**src/rtl/cec_irq_pkg.sv**
```systemverilog
package cec_irq_pkg;
  localparam int CEC_NFLAGS = 13;
  localparam int F_RXBYTE  = 0;
  localparam int F_RXLAST  = 1;
  localparam int F_RXOVR   = 2;
  localparam int F_ARB     = 7;
  localparam int F_TXDONE  = 9;
  localparam int F_TXUDR   = 10;
  localparam int F_TXERR   = 11;
  localparam int F_TXNACK  = 12;
  localparam logic [1:0] A_FLAGS  = 2'd0;
  localparam logic [1:0] A_ENABLE = 2'd1;
endpackage

```
**src/rtl/cec_flag_bank.sv**
```systemverilog
module cec_flag_bank
  import cec_irq_pkg::*;
#(
  parameter int NF = CEC_NFLAGS
) (
  input  logic          clk,
  input  logic          rst,
  input  logic [NF-1:0] evt,
  input  logic [NF-1:0] clr,
  output logic [NF-1:0] flags,
  output logic          ovr_pulse,
  output logic          txclr_pulse
);
  logic [NF-1:0] set_v;
  logic          byte_stored;
  logic          ovr_hit;
  logic          tx_term;

  assign byte_stored = evt[F_RXBYTE] | evt[F_RXLAST];
  assign ovr_hit     = byte_stored & flags[F_RXBYTE];
  assign tx_term     = evt[F_TXDONE] | evt[F_TXUDR] | evt[F_TXERR] | evt[F_TXNACK];

  always_comb begin
    set_v           = evt;
    set_v[F_RXBYTE] = byte_stored;
    set_v[F_RXOVR]  = ovr_hit;
  end

  for (genvar i = 0; i < NF; i++) begin : g_flag
    always_ff @(posedge clk) begin
      if (rst) flags[i] <= 1'b0;
      else     flags[i] <= set_v[i] | (flags[i] & ~clr[i]);
    end
  end

  always_ff @(posedge clk) begin
    if (rst) begin
      ovr_pulse   <= 1'b0;
      txclr_pulse <= 1'b0;
    end else begin
      ovr_pulse   <= ovr_hit;
      txclr_pulse <= tx_term;
    end
  end
endmodule

```
**src/rtl/cec_irq_mask.sv**
```systemverilog
module cec_irq_mask #(
  parameter int NF = 13
) (
  input  logic          clk,
  input  logic          rst,
  input  logic          en_we,
  input  logic [NF-1:0] en_wdata,
  input  logic [NF-1:0] flags,
  output logic [NF-1:0] enable,
  output logic          irq
);
  always_ff @(posedge clk) begin
    if (rst) begin
      enable <= '0;
      irq    <= 1'b0;
    end else begin
      if (en_we) enable <= en_wdata;
      irq <= |(flags & enable);
    end
  end
endmodule

```
**src/rtl/cec_rd_mux.sv**
```systemverilog
module cec_rd_mux
  import cec_irq_pkg::*;
#(
  parameter int NF     = CEC_NFLAGS,
  parameter int DW     = 32,
  parameter int AW     = 2
) (
  input  logic          clk,
  input  logic          rst,
  input  logic [AW-1:0] addr,
  input  logic [NF-1:0] flags,
  input  logic [NF-1:0] enable,
  output logic [DW-1:0] rdata
);
  logic [NF-1:0] sel;

  always_comb begin
    sel = '0;
    if (addr == AW'(A_FLAGS))       sel = flags;
    else if (addr == AW'(A_ENABLE)) sel = enable;
  end

  always_ff @(posedge clk) begin
    if (rst) rdata <= '0;
    else     rdata <= {{(DW-NF){1'b0}}, sel};
  end
endmodule

```
**src/rtl/cec_irq_status.sv**
```systemverilog
module cec_irq_status
  import cec_irq_pkg::*;
#(
  parameter int NF = CEC_NFLAGS,
  parameter int DW = 32,
  parameter int AW = 2
) (
  input  logic          clk,
  input  logic          rst,
  input  logic [NF-1:0] evt_in,
  input  logic          bus_we,
  input  logic [AW-1:0] bus_addr,
  input  logic [DW-1:0] bus_wdata,
  output logic [DW-1:0] bus_rdata,
  output logic          irq,
  output logic          rx_abort,
  output logic          tx_ctl_clr
);
  logic [NF-1:0] flag_q;
  logic [NF-1:0] en_q;
  logic [NF-1:0] clr_mask;
  logic          wr_flags;
  logic          wr_en;

  assign wr_flags = bus_we && (bus_addr == AW'(A_FLAGS));
  assign wr_en    = bus_we && (bus_addr == AW'(A_ENABLE));
  assign clr_mask = wr_flags ? bus_wdata[NF-1:0] : '0;

  cec_flag_bank #(.NF(NF)) u_flags (
    .clk         (clk),
    .rst         (rst),
    .evt         (evt_in),
    .clr         (clr_mask),
    .flags       (flag_q),
    .ovr_pulse   (rx_abort),
    .txclr_pulse (tx_ctl_clr)
  );

  cec_irq_mask #(.NF(NF)) u_mask (
    .clk      (clk),
    .rst      (rst),
    .en_we    (wr_en),
    .en_wdata (bus_wdata[NF-1:0]),
    .flags    (flag_q),
    .enable   (en_q),
    .irq      (irq)
  );

  cec_rd_mux #(.NF(NF), .DW(DW), .AW(AW)) u_rd (
    .clk    (clk),
    .rst    (rst),
    .addr   (bus_addr),
    .flags  (flag_q),
    .enable (en_q),
    .rdata  (bus_rdata)
  );
endmodule

```
**config.mk**
```make
export PLATFORM = sky130hd
export DESIGN_NAME = cec_irq_status
export DESIGN_NICKNAME = d
export VERILOG_FILES = /design/src/rtl/cec_irq_pkg.sv /design/src/rtl/cec_flag_bank.sv /design/src/rtl/cec_irq_mask.sv /design/src/rtl/cec_rd_mux.sv /design/src/rtl/cec_irq_status.sv
export SDC_FILE = /design/constraint.sdc
export NUM_CORES = 1
export LEC_CHECK = 0
export ABC_CLOCK_PERIOD_IN_PS = 1600
export CAP_MARGIN = 25
export CORE_UTILIZATION = 40
export CTS_CLUSTER_SIZE = 28
export DETAILED_ROUTE_END_ITERATION = 10
export DONT_BUFFER_PORTS = 1
export GPL_TIMING_DRIVEN = 0
export PLACE_DENSITY_LB_ADDON = 0.08
export SKIP_CTS_REPAIR_TIMING = 1
export SYNTH_ARGS = -nofsm -noshare
export SYNTH_HDL_FRONTEND = slang
export SYNTH_SLANG_ARGS = --single-unit
```
**constraint.sdc**
```tcl
create_clock -name clk -period 1.6 [get_ports clk]
set_clock_uncertainty 0.1 [all_clocks]
set_input_delay 0.32 -clock clk [delete_from_list [all_inputs] [get_ports clk]]
set_output_delay 0.32 -clock clk [all_outputs]
set_load 0.01 [all_outputs]
```
==> impl_metrics.ini <==
[global_routing]
antenna_found_initial = 0
first_global_vias = 1199
grt.total_usage = 0.1756
grt_max_degree = 13
overflow = 0
grt_pass1_wl_um = 5651

[pwr]
p_leak_nw = 0.8358
power.density_nw_per_um2 = 1115
max-vdd-ir-drop_mv = 0.3524

[final_layout]
fin_cells = 253
diodes = 0
regArea_um2 = 840.8
final_core_util = 0.4826
finalNetCount = 253
fill_cells = 398
syn2layout_area_growth_pct = 14.15
drive_gt1_frac = 0.1773
multi_input_area_um2 = 730.7

[logic_synthesis]
synthCells = 178
synthTopCellsByArea = dfxtp_1 49%, buf_4 8.8%, mux2i_1 7.6%
synth_largest_area_cell = dfxtp_1
synth.distinct_cells = 27
synth_area_um2 = 1715
synth_seq_area_share = 0.4902
avgSynthCellArea_um2 = 9.637
ys_seq_elements = 42
netlist.area_leader.share = 0.4902
yosysWarningCount = 0

[setup_path]
slowest_delay_ns = 0.33
rr_endpoint = u_mask.irq
rrSetupSlack_ns = 0.47
crit_slowest_cell = dfxtp_1
crit_path_cell_trace = a222oi_1, and3_1, a31oi_1
cp_max_fo = 3
crit_required_ns = 1.68
critPathCaptureType = flop
critPathLaunchType = flop
cp.arrival_ns = 1.21
r2r.worst_path.cells = 3
rr_startpoint = u_flags.flags[6]
worstSetupPathType = flop to flop

[sta]
min_period_ns = 1.132
slew_viol_final = 0
finalSetupViolCount = 0
fmax_mhz = 883.8
fin_tns_setup_ns = 0
fin_crit_sh = 0.7072
final-hold-violation-count = 0
rsz0062_at_grt = false

[floorplan]
die_h_um = 67.49
coreArea_um2 = 4058
die_w_um = 67.49
rows = 23
start_util = 0.4228
ioPinCount = 85
die_area_um2 = 4554

[clock_network]
htree_levels = 2
clock-sinks = 42
numCtsBuffers = 5
cts_buffer_depth = 2
cts.reportedPaths.clkPinSlew_ns = 0.08
clockRootBuffer = clkbuf_8
clk_latency_ns = 0.29
cts_tree = built

[drt]
drt_iter0_markers = 43
wl_per_cell_um = 14.58
first_pass_iters = 4
drtAntennaViolNets = 0
vias = 1214
viasPerCell = 4.798
totalWireLength_um = 3688
route.detailed.drc = 0

[min_path]
hp-class = input port to flop
hold_depth = 1
hold_path_startpoint = evt_in[3]
min_to = u_flags.flags[3]

[placed_design]
gp_congestion = 0.7435
hpwlAfterDp_um = 2768
dp.cells = 246
portBuffers = 0

[job]
max_cap_violations = 0

[status]
status = complete, no violations
## cells by family after synthesis
family                 count (synthesis)  share of synthesized area
AND/OR/NAND/NOR                       47                     0.1211
AO/OA/AOI/OAI                         46                     0.1875
flip-flops                            42                     0.4902
buffers and inverters                 29                     0.1233
multiplexers                          13                    0.07585
other                                  1                   0.002186
## state kept, by name (all words and copies together), names as in the netlist
| signal | flops |
|---|---|
| u_mask.enable | 13 |
| u_rd.rdata | 13 |
| u_mask.irq | 1 |
| u_flags.txclr_pulse | 1 |
| u_flags.ovr_pulse | 1 |
| u_flags.flags | 13 |
## report_power, final
| part | total [W] | switching [W] | internal (W) |
|---|---|---|---|
| logic | 0.000199 | 0.0000995 | 0.0000999 |
| clock network | 0.000850 | 0.000350 | 0.000499 |
| registers | 0.00113 | 0.0000398 | 0.00109 |
| total | 0.00218 | 0.000490 | 0.00169 |
## worst max-delay path, delay by kind of cell, from the launching register on
kind	cells	cell delay, ns
DFF	1	0.33
and+or+nand+nor	1	0.22
AOI/OAI and AO/OA	2	0.38
## layer usage
layer  share of wire  up-vias  global-route usage
met4           0.010        0             0.07181
met2            0.51       36              0.2970
met3           0.062        4             0.05743
met5               0        -                   0
met1            0.41      558              0.2012
li1                -      616                   -
## final cells by class
type,instances,share of cell area
clock inverters,1,0.01534
multi-input cells,125,0.3732
well taps,50,0.03195
plain buffers,28,0.1061
clock buffers,6,0.04217
flip-flops and latches,42,0.4294
inverters,1,0.001917
## layout by cell type (no fill, tap or decap), drive strengths merged, types with 3 or more instances in the layout
cell type	count
clkbuf	7
conb	19
a21boi	12
a22oi	3
buf	27
nor2	14
dfxtp	42
a21oi	13
nand2	27
mux2i	13
o21a	11
## stage by stage
| stage | area, um^2 | hold slack, ns | power, W | setup slack (ns) |
|---|---|---|---|---|
| finish | 1958 | 0.04531 | 0.002184 | 0.4685 |
| global route | 1958 | 0.03695 | 0.002277 | 0.4103 |
| CTS | 1958 | 0.03938 | 0.002204 | 0.4517 |
| detailed placement | 1846 | 0.3484 | 0.001357 | 0.2213 |
| global placement | 1846 | 0.3453 | 0.001352 | 0.2555 |
| floorplan | 1783 | 0.3400 | 0.001319 | 0.3653 |
## how the worst max path moves through the flow
stage                                 from          endpoint
final                     u_flags.flags[6]        u_mask.irq
after global routing      u_flags.flags[8]        u_mask.irq
after CTS                 u_flags.flags[6]        u_mask.irq
after detailed placement       bus_addr[0]  u_flags.flags[8]
after global placement         bus_addr[0]  u_flags.flags[7]
after floorplan                bus_addr[0]  u_flags.flags[2]
## synthesized netlist by cell type, drive strengths merged
library cell   n
dfxtp         42
buf           27
nand2         27
nor2          14
a21oi         13
mux2i         13
a21boi        12
o21a          11
a22oi          3
a221oi         1
a222oi         1
a22o           1
a31o           1
a31oi          1
and3           1
and3b          1
clkbuf         1
conb           1
inv            1
nand3b         1
nor3b          1
nor4           1
o211a          1
o31a           1
or2            1
(Power assumes the default switching activity.)
